<file path="config.mk">
export PLATFORM = sky130hd
export DESIGN_NAME = tsw_remap
export DESIGN_NICKNAME = d
export VERILOG_FILES = /design/src/rtl/tsw_pkg.sv /design/src/rtl/tsw_regs.sv /design/src/rtl/tsw_flipmask.sv /design/src/rtl/tsw_xlate.sv /design/src/rtl/tsw_rdport.sv /design/src/rtl/tsw_remap.sv
export SDC_FILE = /design/constraint.sdc
export NUM_CORES = 1
export LEC_CHECK = 0
export BUFFER_PORTS_ARGS = -buffer_cell sky130_fd_sc_hd__buf_2
export CAP_MARGIN = 20
export CORE_MARGIN = 5
export CORE_UTILIZATION = 30
export CTS_BUF_LIST = sky130_fd_sc_hd__clkbuf_16
export CTS_CLUSTER_DIAMETER = 200
export DETAILED_ROUTE_END_ITERATION = 10
export PLACE_DENSITY_LB_ADDON = 0.1
export SLEW_MARGIN = 20
export SYNTH_ARGS = -nofsm -noshare
export SYNTH_HDL_FRONTEND = slang
export SYNTH_SLANG_ARGS = --single-unit
export TNS_END_PERCENT = 30
</file>
<file path="constraint.sdc">
create_clock -name clk -period 1.8 [get_ports clk]
set_input_delay 0.54 -clock clk [delete_from_list [all_inputs] [get_ports clk]]
set_output_delay 0.54 -clock clk [all_outputs]
set_load 0.005 [all_outputs]
</file>
<file path="src/rtl/tsw_pkg.sv">
package tsw_pkg;
  localparam int ADDR_W    = 32;
  localparam int DATA_W    = 32;
  localparam int SIZE_W    = 3;
  localparam int RSEL_W    = 2;
  localparam int BASE_BIT  = 16;
  localparam int NUM_SIZES = 5;
  localparam int WIN_LSB   = BASE_BIT + NUM_SIZES;

  localparam logic [RSEL_W-1:0] REG_CTRL = 2'd0;
  localparam logic [RSEL_W-1:0] REG_GEN  = 2'd1;
  localparam logic [RSEL_W-1:0] REG_FWC  = 2'd2;

  localparam int TS_BIT   = 0;
  localparam int LOCK_BIT = 0;
  localparam int SIZE_LSB = 10;
  localparam int STAT_BIT = 4;
endpackage

</file>
<file path="src/rtl/tsw_regs.sv">
module tsw_regs
  import tsw_pkg::*;
#(
  parameter int DW = DATA_W,
  parameter int SW = SIZE_W,
  parameter int AW = RSEL_W
) (
  input  logic          clk,
  input  logic          cold_rst,
  input  logic          warm_rst,
  input  logic          we,
  input  logic [AW-1:0] waddr,
  input  logic [DW-1:0] wdata,
  output logic          ts_q,
  output logic          lock_q,
  output logic [SW-1:0] size_q
);
  logic wr_ctrl, wr_gen;
  assign wr_ctrl = we && (waddr == REG_CTRL);
  assign wr_gen  = we && (waddr == REG_GEN);

  always_ff @(posedge clk) begin
    if (cold_rst) begin
      ts_q <= 1'b0;
    end else if (!warm_rst && wr_ctrl && !lock_q) begin
      ts_q <= wdata[TS_BIT];
    end
  end

  always_ff @(posedge clk) begin
    if (cold_rst || warm_rst) begin
      lock_q <= 1'b0;
      size_q <= '0;
    end else if (wr_gen) begin
      if (wdata[LOCK_BIT]) lock_q <= 1'b1;
      if (!lock_q) size_q <= wdata[SIZE_LSB +: SW];
    end
  end


  lock_sticky_chk: assert property (@(posedge clk) disable iff (cold_rst || warm_rst)
    lock_q |=> lock_q);

  ts_frozen_chk: assert property (@(posedge clk) disable iff (cold_rst)
    lock_q |=> $stable(ts_q));

  size_frozen_chk: assert property (@(posedge clk) disable iff (cold_rst || warm_rst)
    lock_q |=> $stable(size_q));

  ts_warm_keep_chk: assert property (@(posedge clk) disable iff (cold_rst)
    warm_rst |=> $stable(ts_q));
endmodule

</file>
<file path="src/rtl/tsw_flipmask.sv">
module tsw_flipmask
  import tsw_pkg::*;
#(
  parameter int AW    = ADDR_W,
  parameter int SW    = SIZE_W,
  parameter int BASE  = BASE_BIT,
  parameter int NSIZE = NUM_SIZES
) (
  input  logic [SW-1:0] size,
  output logic [AW-1:0] mask
);
  localparam logic [SW-1:0] MAX_CODE = SW'(NSIZE - 1);
  logic [SW-1:0] sel;
  assign sel = (size > MAX_CODE) ? MAX_CODE : size;

  for (genvar b = 0; b < AW; b++) begin : g_bit
    if (b >= BASE && b < BASE + NSIZE) begin : g_sel
      assign mask[b] = (sel == SW'(b - BASE));
    end else begin : g_zero
      assign mask[b] = 1'b0;
    end
  end
endmodule

</file>
<file path="src/rtl/tsw_xlate.sv">
module tsw_xlate
  import tsw_pkg::*;
#(
  parameter int AW   = ADDR_W,
  parameter int WLSB = WIN_LSB
) (
  input  logic          ts_en,
  input  logic [AW-1:0] mask,
  input  logic [AW-1:0] addr_in,
  output logic [AW-1:0] addr_out
);
  logic in_window;
  assign in_window = &addr_in[AW-1:WLSB];
  assign addr_out  = (ts_en && in_window) ? (addr_in ^ mask) : addr_in;
endmodule

</file>
<file path="src/rtl/tsw_rdport.sv">
module tsw_rdport
  import tsw_pkg::*;
#(
  parameter int DW = DATA_W,
  parameter int SW = SIZE_W,
  parameter int AW = RSEL_W
) (
  input  logic          clk,
  input  logic          cold_rst,
  input  logic          warm_rst,
  input  logic          re,
  input  logic [AW-1:0] raddr,
  input  logic          ts_q,
  input  logic          lock_q,
  input  logic [SW-1:0] size_q,
  output logic [DW-1:0] rdata
);
  logic [DW-1:0] rd_next;

  always_comb begin
    rd_next = '0;
    case (raddr)
      REG_CTRL: rd_next[TS_BIT] = ts_q;
      REG_GEN: begin
        rd_next[LOCK_BIT]          = lock_q;
        rd_next[SIZE_LSB +: SW]    = size_q;
      end
      REG_FWC:  rd_next[STAT_BIT] = ts_q;
      default:  rd_next = '0;
    endcase
  end

  always_ff @(posedge clk) begin
    if (cold_rst || warm_rst) rdata <= '0;
    else if (re)              rdata <= rd_next;
  end


  status_mirror_chk: assert property (@(posedge clk) disable iff (cold_rst || warm_rst)
    (re && raddr == REG_FWC) |=> (rdata[STAT_BIT] == $past(ts_q)));

  rd_hold_chk: assert property (@(posedge clk) disable iff (cold_rst || warm_rst)
    !re |=> $stable(rdata));
endmodule

</file>
<file path="src/rtl/tsw_remap.sv">
module tsw_remap
  import tsw_pkg::*;
(
  input  logic                clk,
  input  logic                cold_rst,
  input  logic                warm_rst,
  input  logic                reg_we,
  input  logic                reg_re,
  input  logic [RSEL_W-1:0]   reg_addr,
  input  logic [DATA_W-1:0]   reg_wdata,
  output logic [DATA_W-1:0]   reg_rdata,
  input  logic [ADDR_W-1:0]   fw_addr_in,
  output logic [ADDR_W-1:0]   fw_addr_out,
  output logic                ts_status
);
  logic              ts_q;
  logic              lock_q;
  logic [SIZE_W-1:0] size_q;
  logic [ADDR_W-1:0] flip_mask;

  tsw_regs u_regs (
    .clk(clk), .cold_rst(cold_rst), .warm_rst(warm_rst),
    .we(reg_we), .waddr(reg_addr), .wdata(reg_wdata),
    .ts_q(ts_q), .lock_q(lock_q), .size_q(size_q)
  );

  tsw_flipmask u_mask (.size(size_q), .mask(flip_mask));

  tsw_xlate u_xlate (
    .ts_en(ts_q), .mask(flip_mask),
    .addr_in(fw_addr_in), .addr_out(fw_addr_out)
  );

  tsw_rdport u_rd (
    .clk(clk), .cold_rst(cold_rst), .warm_rst(warm_rst),
    .re(reg_re), .raddr(reg_addr),
    .ts_q(ts_q), .lock_q(lock_q), .size_q(size_q),
    .rdata(reg_rdata)
  );

  assign ts_status = ts_q;


  disabled_pass_chk: assert property (@(posedge clk) disable iff (cold_rst)
    !ts_status |-> (fw_addr_out == fw_addr_in));

  outside_pass_chk: assert property (@(posedge clk) disable iff (cold_rst)
    !(&fw_addr_in[ADDR_W-1:WIN_LSB]) |-> (fw_addr_out == fw_addr_in));

  single_flip_chk: assert property (@(posedge clk) disable iff (cold_rst)
    $countones(fw_addr_out ^ fw_addr_in) <= 1);

  flip_range_chk: assert property (@(posedge clk) disable iff (cold_rst)
    ((fw_addr_out ^ fw_addr_in) & ~(ADDR_W'({NUM_SIZES{1'b1}}) << BASE_BIT)) == '0);
endmodule

</file>
Word-level counts from Yosys, hierarchy flattened
Index checks and enable logic that the tools add are counted.
- bits in read-only memories: 0
- memories: 0
- flip-flop bits (word level): 10
- bits of input ports: 71
- output and inout bits: 65
- logic and storage cells: 31
- bits in latches: 0
- bits in writable memories: 0
- divide/modulo/power cells: 0
- $add $sub $neg: 0
- multiply operators: 0
- bitwise gates (word level): 2
- multiplexer cells: 5
- shift-type cells: 0
- equal/unequal tests: 6
- $lt $le $gt $ge: 1
- reductions and logical operators: 13
- operator list (kind ; count):
    two-way mux 32 bit ; 1
    bitwise XOR 32 x 21 -> 32 bit ; 1
    AND reduction 11 bit ; 1
    == test 3 x 2 -> 1 bit, second input constant ; 2
    two-way mux 3 bit ; 2
    logical AND 1 bit ; 5
    AND reduction 2 bit ; 2
    == test 3 x 1 -> 1 bit, second input constant ; 1
    == test 3 bit, second input constant ; 1
    greater-than comparator 3 bit, second input constant ; 1
    logical NOT 3 bit ; 1
    == test 2 x 1 -> 1 bit, second input constant ; 1
    == test 2 bit, second input constant ; 1
    logical NOT 1 bit ; 2
    logical NOT 2 bit ; 1
    case mux 1 bit (2 select lines) ; 1
    logical OR 1 bit ; 1
    two-way mux 1 bit ; 1
    inverter 1 bit ; 1

Depth between registers and ports, before layout
- word-level depth: 5
- gate-level depth with buffers: 4
- gate-level depth less buffers: 3

Modules after synthesis
Synthesis repeated with hierarchy kept, for this count alone.
- cell total of the unflattened synthesis: 202
- area, all modules: 1729.2 um2
- by module, submodules not included (module ; area each (um2) ; cells an instance ; instances):
    tsw_xlate ; 849.6 ; 98 ; 1
    tsw_rdport ; 432.9 ; 51 ; 1
    tsw_flipmask ; 239.0 ; 33 ; 1
    tsw_regs ; 207.7 ; 20 ; 1

Worst setup path before layout
No wires, ideal clock.
- path kind: input to output
- from: input fw_addr_in[25]
- to: output fw_addr_out[16]
- stages on the path: 3
- path buffers: 0
- required time: 1260 ps
- arrival time: 1236 ps
- path slack: 24 ps
- cell sequence: nand4_1 > nor4_1 > xor2_1
- word-level cells in the longest chain between the ends: 3
- RTL lines (element ; line ; RTL):
    start: declaration ; tsw_remap.sv:12 ; input logic [ADDR_W-1:0] fw_addr_in,
    AND reduction 11 bit ; tsw_xlate.sv:13 ; assign in_window = &addr_in[AW-1:WLSB];
    logical AND 1 bit ; tsw_xlate.sv:14 ; assign addr_out = (ts_en && in_window) ? (addr_in ^ mask) : addr_in;
    two-way mux 32 bit ; tsw_xlate.sv:14 ;
    end: declaration ; tsw_remap.sv:13 ; output logic [ADDR_W-1:0] fw_addr_out,
Every way passes these cells.

Worst setup path after layout
- from: register u_regs.size_q[1]
- to: output fw_addr_out[16]
- word-level cells in the longest chain between the ends: 5
- RTL lines (element ; line ; RTL):
    start: declaration ; tsw_regs.sv:16 ; output logic [SW-1:0] size_q
    start signal: assignment ; tsw_regs.sv:36 ; if (!lock_q) size_q <= wdata[SIZE_LSB +: SW];
    greater-than comparator 3 bit ; tsw_flipmask.sv:14 ; assign sel = (size > MAX_CODE) ? MAX_CODE : size;
    two-way mux 3 bit * ; tsw_flipmask.sv:14 ;
    logical NOT 3 bit * ; tsw_flipmask.sv:18 ; assign mask[b] = (sel == SW'(b - BASE));
    bitwise XOR 32 x 21 -> 32 bit * ; tsw_xlate.sv:14 ;
    two-way mux 32 bit * ; tsw_xlate.sv:14 ;
Mark *: on every way between the ends. The rest lies on a longest branch, timed or not.

==> results by group <==
Run status
  • Status: complete, but fails checks
  • Violated checks: setup timing

Timing
  • Fin worst setup slack: -0.277 ns
  • Setup Skew: 0.00348 ns
  • Final period utilization: 1.15
  • Setup TNS Final: -1.09 ns
  • Final hold violations: 0
  • WHS: 0.462 ns
  • Top achievable clock speed: approximately 480 MHz
  • Minimum clock period: between 2 and 2.5 ns
  • Slew Viols, Final: 0
  • Final number of setup-violating endpoints: 5
  • Setup repair after global routing missed its margin: true

Floorplan
  • Die Height: about 66 µm
  • Core Footprint: 0.00305 mm²
  • Die footprint: 0.00442 mm²
  • Die W: approximately 66 µm
  • I/O pin count: roughly 140
  • Initial Utilization: 0.314
  • Row cnt: 20

Power
  • Internal cell power: slightly below 0.0006 W
  • Sw Ratio: 0.214
  • Clk pwr share: 0.523
  • VDD IR max: around 0.29 mV
  • P_leak: 0.627 nW
  • Flop pwr share: 0.309
  • NetSw: 0.000157 W
  • Combinational Power Share: 0.168
  • P per Cell Area: around 600 mW/mm²

Clocking
  • CTS tree: built
  • Num CTS Buffers: 3
  • H-tree levels: 1
  • Register clock-pin slew on the reported worst setup and hold paths: 0.04 ns
  • Clock latency at the later pin of the worst-skew pair: around 0.23 ns
  • CTS sink count: 10
  • Post-CTS Hold Buffers: 0
  • Root buf cell: clkbuf_16
  • Worst-case clock buffer depth: 2

Route
  • Vias/cell: around 4.1
  • DRC: 0
  • Initial DRC Count: 10
  • Vias: between 700 and 800
  • Routed WL: around 2.4 mm
  • Avg WL per Cell: ~12 µm
  • DRT Pass-1 Iters: 3
  • Routed Antenna Nets: 0

Layout
  • Multi-input logic area: 519 µm²
  • Antenna Cells: 0
  • Fillers: ~320
  • Share of layout cells above drive strength 1: 0.503
  • Nets: ~220
  • Register area: roughly 200 µm²
  • Synth-to-layout area growth: 28.6%
  • Fin area: between 0.001 and 0.0015 mm²

Global route
  • GRT overflow: 0
  • First-pass GRT wire length: around 2.9 mm
  • Antenna violations before repair: 0
  • All-layer global routing usage: 0.0852
  • Pin count of the biggest net entering global routing: 11
  • Number of global-route vias before repair: between 600 and 700

Synthesis
  • Synthesized area: 957 µm²
  • Part of the Yosys area used for sequential elements: 0.209
  • Number of synthesized register bits: 10
  • Synth unique cells: 26
  • Yosys Warn Count: 0
  • Syn avg cell area: between 8 and 9 µm²
  • Synth Instances: around 120

Placement
  • Post-DP HPWL: between 1.5 and 2 mm
  • # port buffers: 48
  • GP Congestion: between 0.7 and 0.8
  • Placed Area: 967 µm²

Setup path
  • Critical path peak fanout: 4
  • Setup crit start kind: register
  • WP data required: approximately 1.3 ns
  • Worst Setup End Kind: output port
  • Worst R2R Setup Slack: around 0.39 ns
  • Worst path arrival time: 1.54 ns
  • Crit Path Class: reg -> out

Hold path
  • Hold Crit Class: in -> reg

Run
  • Total of max-cap violations: 0
-- power by group through the flow --
stage / Combinational [W] / Sequential [W] / Clock, W
after global placement: 0.0000991 / 0.000230 / 0
final: 0.000123 / 0.000226 / 0.000384
after detailed placement: 0.0000991 / 0.000230 / 0
after CTS: 0.000103 / 0.000226 / 0.000391
after floorplan: 0.000130 / 0.000230 / 0
after global routing: 0.000137 / 0.000227 / 0.000399
-- registers in the layout, summed over array words and instances (netlist names) --
name / flops
u_regs.size_q: 3
u_regs.ts_q: 1
u_rd.rdata: 5
u_regs.lock_q: 1
-- cells in the final DEF (no fill, tap or decap), types with 3 or more instances in the layout --
master,synthesis,layout
buf_2,0,38
nor4_4,0,5
mux2i_1,3,3
dfxtp_1,10,7
buf_4,54,3
nand3_1,3,3
xor2_1,5,5
nor2_1,5,5
a21oi_1,5,5
nand4_1,3,3
dfxtp_2,0,3
conb_1,1,27
buf_6,0,14
clkbuf_16,0,3
nand2b_1,4,4
-- final timing paths --
check | depth (start not counted) | from | endpoint
setup / recovery | 5 | u_regs.size_q[1]$_SDFFE_PP0P_ | fw_addr_out[16]
hold / removal | 2 | cold_rst | u_regs.ts_q$_SDFFE_PP0P_
setup reg to reg | 3 | u_regs.lock_q$_SDFFE_PP0P_ | u_regs.ts_q$_SDFFE_PP0P_
hold reg to reg | 2 | u_rd.rdata[12]$_SDFFE_PP0P_ | u_rd.rdata[12]$_SDFFE_PP0P_
-- worst max-delay path, cell delays in order, from the launching register on --
cell	delay (ns)
dfxtp_2	0.33
buf_4	0.14
or3_4	0.37
nor4_4	0.16
xor2_1	0.17
buf_2	0.13
-- stage by stage --
stage	std cells	total power (W)	worst slack (ns)	utilization
final	189	0.000733	-0.277	0.403
after global routing	189	0.000763	-0.331	0.403
after CTS	188	0.000720	-0.246	0.357
after detailed placement	183	0.000329	-0.252	0.317
after global placement	183	0.000329	-0.258	0.317
after floorplan	143	0.000360	0.0236	-
-- routing by layer --
metal	routed length [µm]	track usage	vias up
li1	-	-	371
met5	0	0	-
met3	359	0.0304	2
met1	831	0.0932	346
met4	14	0.0381	0
met2	1140	0.146	56
-- timing repair --
item	4_1_cts	5_1_grt
buffers inserted	2	1
gates resized for setup	7	23
pin swaps	4	8
endpoints found under the setup margin	5	5
-- logic make-up (layout without fill, tap and decap cells) --
kind of cell	count (synthesis)	count (layout)	share of synthesized area
other	1	27	0.00392
buffers and inverters	58	60	0.439
AO/OA/AOI/OAI	8	8	0.0444
multiplexers	4	4	0.0431
flip-flops	10	10	0.209
AND/OR/NAND/NOR	31	31	0.214
XOR/XNOR	5	5	0.0457
-- Yosys cell counts --
cell	number	share of area
buf_4	54	0.42
dfxtp_1	10	0.21
a21oi_1	5	0.026
nor2_1	5	0.020
nor4_1	5	0.033
xor2_1	5	0.046
nand2b_1	4	0.026
mux2i_1	3	0.031
nand3_1	3	0.016
nand4_1	3	0.020
a31oi_1	2	0.013
clkbuf_1	2	0.0078
inv_1	2	0.0078
or3b_2	2	0.018
and2b_2	1	0.0092
and4bb_4	1	0.017
conb_1	1	0.0039
mux2_2	1	0.012
nand3b_1	1	0.0078
nand4b_1	1	0.0092
nor2b_1	1	0.0065
o21ai_0	1	0.0052
or2_2	1	0.0065
or3_1	1	0.0065
or3b_1	1	0.0092
or4b_1	1	0.010
-- area by class of cell --
cell class / count / area share
Clock buffer: 3 / 0.0610
Inverter: 2 / 0.00610
Sequential cell: 10 / 0.166
Tap cell: 44 / 0.0447
Timing Repair Buffer: 55 / 0.301
Multi-Input combinational cell: 75 / 0.422
(Power assumes the default switching activity.)
